File: src/rtl/gpio_evt_pkg.sv
package gpio_evt_pkg;

    typedef enum logic [1:0] {
        EVT_LEVEL = 2'd0,
        EVT_EDGE  = 2'd1,
        EVT_OFF   = 2'd2,
        EVT_BOTH  = 2'd3
    } evt_mode_e;

    localparam int MODE_W = 2;

endpackage

File: src/rtl/gpio_evt_cell.sv
module gpio_evt_cell
    import gpio_evt_pkg::*;
(
    input  logic             cur_i,
    input  logic             prev_i,
    input  logic             inv_i,
    input  logic [MODE_W-1:0] mode_i,
    input  logic             own_i,
    output logic             hit_o
);
    logic      adj_cur;
    logic      adj_prev;
    logic      raw_hit;
    evt_mode_e mode;

    always_comb begin
        mode     = evt_mode_e'(mode_i);
        // polarity applied to both samples: an invert toggle alone is no edge
        adj_cur  = cur_i ^ inv_i;
        adj_prev = prev_i ^ inv_i;
        unique case (mode)
            EVT_LEVEL: raw_hit = adj_cur;
            EVT_EDGE:  raw_hit = adj_cur & ~adj_prev;
            EVT_OFF:   raw_hit = 1'b0;
            EVT_BOTH:  raw_hit = adj_cur ^ adj_prev;
            default:   raw_hit = 1'b0;
        endcase
        hit_o = raw_hit & own_i;
    end
endmodule

File: src/rtl/gpio_evt_regs.sv
module gpio_evt_regs #(
    parameter int NUM_PADS = 32
) (
    input  logic                clk_i,
    input  logic                rst_ni,
    input  logic [NUM_PADS-1:0] pad_i,
    input  logic [NUM_PADS-1:0] hit_i,
    input  logic                clr_wr_i,
    input  logic [NUM_PADS-1:0] clr_wdata_i,
    input  logic                en_wr_i,
    input  logic [NUM_PADS-1:0] en_wdata_i,
    output logic [NUM_PADS-1:0] prev_o,
    output logic [NUM_PADS-1:0] status_o,
    output logic [NUM_PADS-1:0] enable_o
);
    typedef struct packed {
        logic [NUM_PADS-1:0] prev;
        logic [NUM_PADS-1:0] status;
        logic [NUM_PADS-1:0] enable;
    } regs_t;

    regs_t st_d, st_q;
    logic [NUM_PADS-1:0] clr_mask;

    always_comb begin
        st_d      = st_q;
        clr_mask  = clr_wr_i ? clr_wdata_i : '0;
        st_d.prev = pad_i;
        // a fresh event overrides a clear of the same bit
        st_d.status = (st_q.status & ~clr_mask) | hit_i;
        if (en_wr_i) begin
            st_d.enable = en_wdata_i;
        end
    end

    always_ff @(posedge clk_i or negedge rst_ni) begin
        if (!rst_ni) begin
            st_q <= '0;
        end else begin
            st_q <= st_d;
        end
    end

    assign prev_o   = st_q.prev;
    assign status_o = st_q.status;
    assign enable_o = st_q.enable;
endmodule

File: src/rtl/gpio_evt_detector.sv
module gpio_evt_detector
    import gpio_evt_pkg::*;
#(
    parameter int NUM_PADS = 32
) (
    input  logic                       clk_i,
    input  logic                       rst_ni,
    input  logic [NUM_PADS-1:0]        pad_i,
    input  logic [MODE_W*NUM_PADS-1:0] mode_i,
    input  logic [NUM_PADS-1:0]        inv_i,
    input  logic                       host_own_i,
    input  logic                       clr_wr_i,
    input  logic [NUM_PADS-1:0]        clr_wdata_i,
    input  logic                       en_wr_i,
    input  logic [NUM_PADS-1:0]        en_wdata_i,
    output logic [NUM_PADS-1:0]        status_o,
    output logic [NUM_PADS-1:0]        enable_o,
    output logic                       irq_o
);
    logic [NUM_PADS-1:0] prev_q;
    logic [NUM_PADS-1:0] hit;
    logic [NUM_PADS-1:0] status_q;
    logic [NUM_PADS-1:0] enable_q;

    for (genvar i = 0; i < NUM_PADS; i++) begin : g_pad
        gpio_evt_cell u_cell (
            .cur_i  (pad_i[i]),
            .prev_i (prev_q[i]),
            .inv_i  (inv_i[i]),
            .mode_i (mode_i[MODE_W*i +: MODE_W]),
            .own_i  (host_own_i),
            .hit_o  (hit[i])
        );
    end

    gpio_evt_regs #(.NUM_PADS(NUM_PADS)) u_regs (
        .clk_i       (clk_i),
        .rst_ni      (rst_ni),
        .pad_i       (pad_i),
        .hit_i       (hit),
        .clr_wr_i    (clr_wr_i),
        .clr_wdata_i (clr_wdata_i),
        .en_wr_i     (en_wr_i),
        .en_wdata_i  (en_wdata_i),
        .prev_o      (prev_q),
        .status_o    (status_q),
        .enable_o    (enable_q)
    );

    assign status_o = status_q;
    assign enable_o = enable_q;
    assign irq_o    = |(status_q & enable_q);
endmodule

File: config.mk
export PLATFORM = sky130hd
export DESIGN_NAME = gpio_evt_detector
export DESIGN_NICKNAME = d
export VERILOG_FILES = /design/src/rtl/gpio_evt_pkg.sv /design/src/rtl/gpio_evt_cell.sv /design/src/rtl/gpio_evt_regs.sv /design/src/rtl/gpio_evt_detector.sv
export SDC_FILE = /design/constraint.sdc
export NUM_CORES = 1
export LEC_CHECK = 0
export BUFFER_PORTS_ARGS = -buffer_cell sky130_fd_sc_hd__buf_2
export CAP_MARGIN = 10
export CORE_AREA = 2 2 126 128
export DETAILED_ROUTE_END_ITERATION = 10
export DIE_AREA = 0 0 128 130
export HOLD_SLACK_MARGIN = 0.03
export PLACE_DENSITY = 0.69
export SLEW_MARGIN = 25
export SYNTH_ARGS = -nofsm -noshare
export SYNTH_HDL_FRONTEND = slang
export SYNTH_SLANG_ARGS = --single-unit
File: constraint.sdc
create_clock -name clk_i -period 1.4 [get_ports clk_i]
set_clock_uncertainty 0.05 [all_clocks]
set_input_delay 0.28 -clock clk_i [delete_from_list [all_inputs] [get_ports clk_i]]
set_output_delay 0.28 -clock clk_i [all_outputs]
set_load 0.02 [all_outputs]
==> results of run 1 <==
placed cells by master, fill, tap and decap left out, drive strengths merged:
master	count
nand2	63
a22o	2
xnor2	32
bufinv	3
mux2	32
clkinv	1
clkinvlp	1
mux2i	1
xor2	32
inv	32
nand4b	31
ha	32
o2111ai	31
dlymetal6s4s	1
nor2	1
clkbuf	11
or4	1
nand4	4
buf	308
dfrtp	96
nand2b	31
a22oi	16
nand3	31
dlygate4sd3	32
stage by stage:
stage	setup TNS (ns)	utilization [%]	power, uW	worst slack, ns	hold slack [ns]
after floorplan	-0.2312	-	4539	-0.2312	-0.06559
after global placement	-0.5669	46.52	5872	-0.4415	0.2424
after detailed placement	-0.6126	46.52	5913	-0.4718	0.2401
after CTS	-0.7984	51.11	8986	-0.7746	0.08215
after global routing	-0.9064	51.70	9442	-0.8230	0.08798
final	-0.7496	51.70	8953	-0.7249	0.1017
layer usage:
metal  global-route usage [%]  up-vias  share of wire [%]
met5                        0        -              0.082
met3                    5.084       30                6.9
met4                    8.016        2                2.7
li1                         -     2399                  -
met2                    32.59      179                 48
met1                    23.01     2313                 42
logic make-up after synthesis:
family / count (synthesis) / synth area share, %
AO/OA/AOI/OAI: 49 / 8.018
XOR/XNOR: 64 / 10.72
adder cells (fa/ha/maj): 32 / 7.659
flip-flops: 96 / 45.95
multiplexers: 33 / 7.085
buffers and inverters: 46 / 3.471
AND/OR/NAND/NOR: 162 / 17.09
cell type report:
cell class | instances | area share (%)
well taps | 192 | 3.013
inverters | 32 | 1.506
clock buffers | 11 | 3.170
flip-flops and latches | 96 | 30.24
multi-input cells | 340 | 33.66
clock inverters | 5 | 1.287
repair buffers | 341 | 27.13
worst max-delay path by stage:
stage,to,slack [ns],depth (start not counted)
global placement,irq_o,-0.44,4
global route,irq_o,-0.82,5
floorplan,irq_o,-0.23,3
finish,irq_o,-0.72,4
detailed placement,irq_o,-0.47,4
CTS,irq_o,-0.77,5
flip-flops by register name, summed over array words and instances (netlist names):
name and flops:
u_regs.status_o 32, u_regs.prev_o 32, u_regs.enable_o 32
power by group:
part / switching [uW] / internal [uW] / total [uW]
clock: 1100 / 1840 / 2940
sequential: 206 / 3110 / 3310
combinational: 1370 / 1330 / 2700
critical path, cell delays in order (launching register included):
cell and delay (ns):
dfrtp_2 0.41, a22oi_1 0.22, nand4_1 0.12, or4_4 0.54, buf_6 0.15
repair_timing:
item / CTS / global route
endpoints found under the setup margin: 3 / 11
pin swaps: 8 / 3
hold endpoints to repair: 128 / 0
resized for setup: 6 / 29
buffers inserted: 0 / 5
hold buffers: 33 / 0
==> impl_metrics.csv, run 1 <==
group,metric,value,unit
status,status,"finished, violations left",
status,violations,"negative setup slack",
critical_path,critical_path.reg2reg.endpoint,"u_regs.status_o[28]$_DFF_PN0_",
hold_path,whs_path_depth,2,
global_routing,antenna_found_initial,1,
detailed_routing,vias_per_cell,4.841,
final_layout,post-route-cell-area,7974,um2
logic_synthesis,synth_async_sr_flop_share,100.0,%
logic_synthesis,synth_area,5228,um2
logic_synthesis,yosysWarnings,0,
hold_path,hold_class,"input port to flop",
timing,period_needed,2.125,ns
critical_path,startpoint,"u_regs.enable_o[1]$_DFFE_PN0P_",
final_layout,seq_area,2411,um2
global_routing,grt_pass1_vias,4969,
detailed_routing,post_drt_wl_per_cell,15.68,um
logic_synthesis,syn_nets,711,
critical_path,startpoint_type,"flop",
timing,fin_ws,-0.7249,ns
timing,clock.fmax,470.6,MHz
pwr,p_leak,0.004000,uW
clocking,cts.clk_slew.worst_paths,0.07,ns
timing,slew_violations,0,
clocking,clockBufferDepth,2,
die,start_util,33.89,%
final_layout,nets,1049,
critical_path,crit_arrival,1.79,ns
timing,tightest_slew,0.3062,ns
pwr,ir_drop,0.7115,mV
die,chipWidth,128,um
timing,slew_headroom,79.59,%
die,die_h,130,um
logic_synthesis,ys_top_cells_by_area,"dfrtp_1, ha_1, mux2_2",
detailed_routing,dr.first_iter.drc_count,141,
critical_path,setup.worst_path.class,"flop to output pin",
logic_synthesis,netlist.area_leader.share,45.96,%
final_layout,finalNonFillerCells,1017,
critical_path,rrSetupSlack,-0.02,ns
logic_synthesis,synth.distinct_cells,21,
die,die_area,16640,um2
timing,finalSetupViolations,2,
critical_path,cp_max_fo,3,
logic_synthesis,syn-instance-count,482,
logic_synthesis,ys_seq_elements,96,
critical_path,end_kind,"output pin",
placed_design,hpwl,12420,um
detailed_routing,drc,0,
final_layout,area_growth,52.54,%
clocking,cts_tree,"done",
die,design.core.area,15420,um2
logic_synthesis,synthMostInstantiatedCell,"dfrtp_1",
clocking,root_buffer,"clkbuf_16",
clocking,cts.sinks,96,
pwr,pwr_density_cell,1123,nW/um2
global_routing,grt_start_max_net_pins,55,
placed_design,io_buffers,261,
timing,fin_crit_sh,151.8,%
clocking,htreeDepth,3,
critical_path,crit_required,1.07,ns
hold_path,hold_start,"en_wdata_i[5]",
job,cap_violations,0,
global_routing,grt_pass1_wl,24370,um
placed_design,placed_cells,969,
global_routing,overflow,0,
logic_synthesis,synth-seq-area-share,45.96,%
logic_synthesis,yosysTopAreaCell,"dfrtp_1",
timing,hold_violations,0,
detailed_routing,drt-total-wl,15940,um
detailed_routing,via_count,4923,
clocking,insertion_delay,0.34,ns
detailed_routing,first_pass_iters,4,
global_routing,track_usage,19.11,%
final_layout,drive_gt1_share,44.85,%
die,rows,46,
clocking,numCtsBuffers,9,
logic_synthesis,syn_avg_cell_area,10.85,um2
final_layout,multiInputGateArea,2684,um2
final_layout,diodes,0,
logic_synthesis,synthTopCellsByCount,"dfrtp_1, nand2_1",
timing,grt_setup_unrepaired,"true",
critical_path,r2r-start,"u_regs.prev_o[28]$_DFF_PN0_",
placed_design,placed_area,7176,um2
placed_design,gp_congestion,0.8326,
logic_synthesis,synth-edff-count,0,
critical_path,r2r_cells,5,
logic_synthesis,synthFlopType,"dfrtp_1",
hold_path,holdPathEnd,"u_regs.enable_o[5]$_DFFE_PN0P_",
final_layout,fillers,1422,
die,io_pins,262,
detailed_routing,drtAntennaViolNets,0,
No activity file was read; power rests on OpenSTA's default activity.
==> inputs of run 2 (changes only) <==
CORE_AREA = 2 2 115 117   (was 2 2 126 128)
DIE_AREA = 0 0 117 119   (was 0 0 128 130)
PLACE_DENSITY = 0.8   (was 0.69)
==> run 2 against run 1 <==
  * The flow still finishes with violations (negative setup slack)
  * Largest cell class unchanged
  * Maximum frequency rose by 1.8%
  * Via count rose by 1.7%
  * Sequential cell count did not move
  * Sequential share of layout area rose by 0.30 points
  * Register-to-register slack got worse by 0.03 ns
  * Critical path depth did not move
==> impl_metrics.csv, run 2 (synthesis results as in run 1) <==
group,metric,value,unit
status,status,"finished, violations left",
status,violations,"negative setup slack",
pwr,p_clk_share,30.6,%
clocking,numCtsBuffers,9,
final_layout,fillers,1094,
global_routing,overflow,0,
pwr,p_sw,2621,uW
critical_path,cp_max_fo,3,
final_layout,drive_gt1_share,45.13,%
critical_path,crit_slowest_cell,"or4_4",
global_routing,antenna_found_initial,0,
timing,period_needed,2.087,ns
pwr,p_sw_share,30.27,%
clocking,cts_tree,"done",
critical_path,path_buf_inv,1,
pwr,p_int,6038,uW
detailed_routing,drc,0,
placed_design,io_buffers,261,
global_routing,grt_start_max_net_pins,66,
hold_path,whs_path_depth,2,
timing,clock.fmax,479.2,MHz
critical_path,slowest_delay,0.54,ns
detailed_routing,vias_per_cell,4.971,
critical_path,crit_required,1.07,ns
timing,slew_violations,0,
die,die_h,119,um
hold_path,hold_class,"input port to flop",
placed_design,pre_cts_ws,-0.4650,ns
critical_path,setup.worst_path.class,"flop to output pin",
die,die_area,13920,um2
global_routing,grt_pass1_wl,24150,um
timing,slew_headroom,72.50,%
global_routing,grt_pass1_vias,5218,
clocking,insertion_delay,0.34,ns
detailed_routing,drt-total-wl,15510,um
detailed_routing,via_count,5006,
critical_path,critical_path.reg2reg.endpoint,"u_regs.status_o[28]$_DFF_PN0_",
critical_path,end_kind,"output pin",
placed_design,gp_congestion,0.8037,
timing,hold_violations,0,
die,rows,42,
critical_path,rrSetupSlack,-0.05,ns
critical_path,r2r_cells,5,
timing,fin_ws,-0.6870,ns
die,io_pins,262,
pwr,p_leak,0.003974,uW
critical_path,r2r-start,"u_regs.prev_o[28]$_DFF_PN0_",
die,start_util,40.60,%
die,chipWidth,117,um
hold_path,holdPathEnd,"u_regs.enable_o[28]$_DFFE_PN0P_",
placed_design,hpwl,12010,um
hold_path,hold_start,"en_wdata_i[28]",
pwr,combPwrFrac,31.1,%
global_routing,track_usage,22.58,%
detailed_routing,dr.first_iter.drc_count,219,
pwr,seqPwrFrac,38.3,%
clocking,cts.clk_slew.worst_paths,0.06,ns
final_layout,layout_common_cells,"buf_2, dfrtp_1, nand2_1, buf_4, dlygate4sd3_1",
pwr,ir_drop,0.6099,mV
detailed_routing,first_pass_iters,4,
timing,fin_crit_sh,149.1,%
critical_path,startpoint_type,"flop",
die,design.core.area,12870,um2
timing,finalSetupViolations,2,
critical_path,critical_path.cell_chain,"a22oi_2 -> nand4_1 -> or4_4 -> buf_6",
final_layout,final_common_cell,"buf_2",
timing,grt_setup_unrepaired,"true",
clocking,root_buffer,"clkbuf_16",
final_layout,finalNonFillerCells,1007,
pwr,power,8659,uW
clocking,clockBufferDepth,2,
pwr,pwr_density_cell,1097,nW/um2
clocking,cts.sinks,96,
detailed_routing,drtAntennaViolNets,0,
final_layout,area_growth,51.03,%
timing,holdWs,0.1204,ns
detailed_routing,post_drt_wl_per_cell,15.40,um
placed_design,placed_cells,956,
final_layout,diodes,0,
final_layout,nets,1055,
clocking,htreeDepth,3,
critical_path,cp_top_family,"simple AND/OR/NAND/NOR gates",
timing,tns,-0.7344,ns
timing,tightest_slew,0.4125,ns
critical_path,startpoint,"u_regs.enable_o[1]$_DFFE_PN0P_",
job,cap_violations,0,
critical_path,crit_arrival,1.76,ns
## run 2: power by group through the flow
| stage | sequential [uW] | clock, uW | combinational (uW) |
|---|---|---|---|
| global route | 3360 | 2830 | 2960 |
| floorplan | 3730 | 0 | 812 |
| CTS | 3310 | 2740 | 2670 |
| global placement | 3320 | 0 | 2540 |
| detailed placement | 3350 | 0 | 2560 |
| finish | 3320 | 2650 | 2690 |
## run 2: repair_timing
action	CTS	global route
hold buffers	33	0
setup buffers	2	3
endpoints found under the hold margin	128	0
gates resized for setup	7	17
pin swaps	10	1
endpoints found under the setup margin	2	8
## run 2: worst max path at each step
| stage | end | slack [ns] | cells past startpoint |
|---|---|---|---|
| final | irq_o | -0.69 | 4 |
| after global routing | irq_o | -0.78 | 5 |
| after CTS | irq_o | -0.73 | 4 |
| after detailed placement | irq_o | -0.47 | 4 |
| after global placement | irq_o | -0.42 | 4 |
| after floorplan | irq_o | -0.23 | 3 |
## run 2: area by class of cell
cell class | count | area [um2] | share of cell area (%)
multi-input cells | 340 | 2678 | 33.91
flip-flops and latches | 96 | 2411 | 30.54
repair buffers | 347 | 2143 | 27.15
clock buffers | 11 | 242.7 | 3.074
well taps | 176 | 220.2 | 2.789
inverters | 32 | 120.1 | 1.521
clock inverters | 5 | 80.08 | 1.014
## run 2: worst register-to-register path: cells and delay by family, from the launching register on
kind	cells	cell delay (ns)
flops	1	0.39
fa+ha+maj	1	0.28
compound gates	2	0.42
mux	1	0.07
xor+xnor	1	0.13
## run 2: metal layers
| layer | up-vias | share of wire (%) | global-route usage, % |
|---|---|---|---|
| met5 | - | 0 | 0 |
| met4 | 0 | 4.1 | 11.18 |
| met3 | 45 | 6.4 | 5.344 |
| met2 | 191 | 50 | 39.92 |
| met1 | 2367 | 39 | 24.94 |
| li1 | 2403 | - | - |
## run 2: through the flow
| stage | util (%) | instance area [um2] |
|---|---|---|
| after floorplan | - | 5240 |
| after global placement | 55.56 | 7153 |
| after detailed placement | 55.56 | 7153 |
| after CTS | 60.99 | 7853 |
| after global routing | 61.32 | 7895 |
| final | 61.32 | 7895 |
==> inputs of run 3 (changes only) <==
RECOVER_POWER = 100   (was not set)
==> run 3 against run 2 <==
  * Non-clock buffer count did not move
  * Count of clock-buffer cells in the layout unchanged
  * Critical endpoint unchanged
  * Worst hold slack got worse by 0.0031 ns
  * Critical path depth unchanged
  * Die area unchanged
  * Combinational power fell by 2%
  * Critical path type unchanged
  * The flow still finishes with violations (negative setup slack)
==> impl_metrics.csv, run 3 (synthesis results as in run 1) <==
group,metric,value,unit
status,status,"finished, violations left",
status,violations,"negative setup slack",
global_routing,grt.busiest_layer,"met2",
final_layout,seq_area,2411,um2
final_layout,multiInputGateArea,2678,um2
critical_path,rrSetupSlack,-0.05,ns
final_layout,final_common_cell,"buf_2",
critical_path,critical_path.reg2reg.endpoint,"u_regs.status_o[28]$_DFF_PN0_",
final_layout,post-route-cell-area,7809,um2
clocking,cts.sinks,96,
die,design.core.area,12870,um2
timing,hold_violations,0,
die,start_util,40.60,%
critical_path,crit_arrival,1.76,ns
die,rows,42,
final_layout,drive_gt1_share,39.83,%
die,chipWidth,117,um
clocking,insertion_delay,0.34,ns
critical_path,slowest_delay,0.54,ns
detailed_routing,post_drt_wl_per_cell,15.43,um
timing,grt_setup_unrepaired,"true",
clocking,cts.clk_slew.worst_paths,0.06,ns
detailed_routing,dr.first_iter.drc_count,237,
critical_path,cp_max_fo,3,
critical_path,setup.worst_path.class,"flop to output pin",
detailed_routing,drt-total-wl,15530,um
critical_path,r2r-start,"u_regs.prev_o[28]$_DFF_PN0_",
global_routing,met2_usage,39.92,%
critical_path,end_kind,"output pin",
placed_design,gp_congestion,0.8037,
timing,slew_violations,0,
timing,fin_ws,-0.6878,ns
detailed_routing,via_count,5031,
critical_path,critical_path.cell_chain,"a22oi_2 -> nand4_1 -> or4_4 -> buf_6",
placed_design,pre_cts_ws,-0.4650,ns
timing,clock.fmax,479.0,MHz
timing,tightest_slew,0.7184,ns
final_layout,area_growth,49.38,%
hold_path,hold_start,"en_wdata_i[28]",
pwr,ir_drop,0.6043,mV
global_routing,grt_pass1_wl,24150,um
placed_design,placed_cells,956,
critical_path,r2r_cells,5,
die,die_h,119,um
hold_path,whs_path_depth,2,
global_routing,antenna_found_initial,0,
timing,tns,-0.7353,ns
detailed_routing,drtAntennaViolNets,0,
global_routing,grt_start_max_net_pins,66,
clocking,clockBufferDepth,2,
global_routing,track_usage,22.58,%
clocking,root_buffer,"clkbuf_16",
die,io_pins,262,
hold_path,holdPathEnd,"u_regs.enable_o[28]$_DFFE_PN0P_",
job,cap_violations,0,
critical_path,startpoint_type,"flop",
detailed_routing,drc,0,
global_routing,grt_pass1_vias,5218,
final_layout,finalNonFillerCells,1007,
clocking,numCtsBuffers,9,
final_layout,layout_common_cells,"buf_2, dfrtp_1, nand2_1, clkbuf_1, clkbuf_2",
timing,finalSetupViolations,2,
global_routing,grtUsageMet1,24.94,%
pwr,p_leak,0.003844,uW
clocking,htreeDepth,3,
placed_design,placed_area,7153,um2
detailed_routing,first_pass_iters,6,
critical_path,crit_slowest_cell,"or4_4",
final_layout,nets,1055,
global_routing,use_met3,5.344,%
placed_design,io_buffers,261,
die,die_area,13920,um2
detailed_routing,vias_per_cell,4.996,
critical_path,crit_required,1.07,ns
timing,fin_crit_sh,149.1,%
pwr,pwr_density_cell,1103,nW/um2
global_routing,overflow,0,
final_layout,fillers,1115,
hold_path,hold_class,"input port to flop",
timing,slew_headroom,52.11,%
clocking,cts_tree,"done",
placed_design,hpwl,12010,um
timing,period_needed,2.088,ns
timing,holdWs,0.1174,ns
final_layout,diodes,0,
## run 3: worst max-delay path, delay by kind of cell, from the launching register on
family | cells | cell delay [ns]
DFF | 1 | 0.42
buffers and inverters | 1 | 0.15
and+or+nand+nor | 2 | 0.65
AOI/OAI and AO/OA | 1 | 0.20
## run 3: metal layers
metal / part of all wire, % / vias up
met5: 0 / -
met4: 4.0 / 0
met3: 6.3 / 42
met2: 50 / 184
met1: 40 / 2395
li1: - / 2410
## run 3: per-stage QoR
| step | utilization (%) | power [uW] |
|---|---|---|
| floorplan | - | 4539 |
| global placement | 55.56 | 5858 |
| detailed placement | 55.56 | 5918 |
| CTS | 60.99 | 8726 |
| global route | 60.65 | 9096 |
| finish | 60.65 | 8610 |
## run 3: final cells by class
| class | count | area share, % |
|---|---|---|
| Clock inverter | 5 | 1.025 |
| Clock buffer | 11 | 3.108 |
| Timing Repair Buffer | 347 | 26.34 |
| Multi-Input combinational cell | 340 | 34.29 |
| Inverter | 32 | 1.538 |
| Tap cell | 176 | 2.820 |
| Sequential cell | 96 | 30.88 |
## run 3: how the worst max path moves through the flow
stage,startpoint,end,slack (ns),cells past startpoint
after floorplan,u_regs.enable_o[3]$_DFFE_PN0P_,irq_o,-0.23,3
after global placement,u_regs.enable_o[9]$_DFFE_PN0P_,irq_o,-0.42,4
after detailed placement,u_regs.enable_o[9]$_DFFE_PN0P_,irq_o,-0.47,4
after CTS,u_regs.status_o[9]$_DFF_PN0_,irq_o,-0.73,4
after global routing,u_regs.enable_o[0]$_DFFE_PN0P_,irq_o,-0.78,5
final,u_regs.enable_o[1]$_DFFE_PN0P_,irq_o,-0.69,4
## run 3: timing repair
action / CTS / global route
hold buffers: 33 / 0
resized for setup: 7 / 17
gates cloned: 0 / 0
setup endpoints to repair: 2 / 8
pin swaps: 10 / 1
buffers inserted: 2 / 3
hold endpoints to repair: 128 / 0
## run 3: report_power, final
group	switching (uW)	leakage, uW	internal [uW]
combinational	1380	0.00257	1260
clock	1040	0.000152	1610
sequential	209	0.00112	3110
total	2630	0.00384	5980
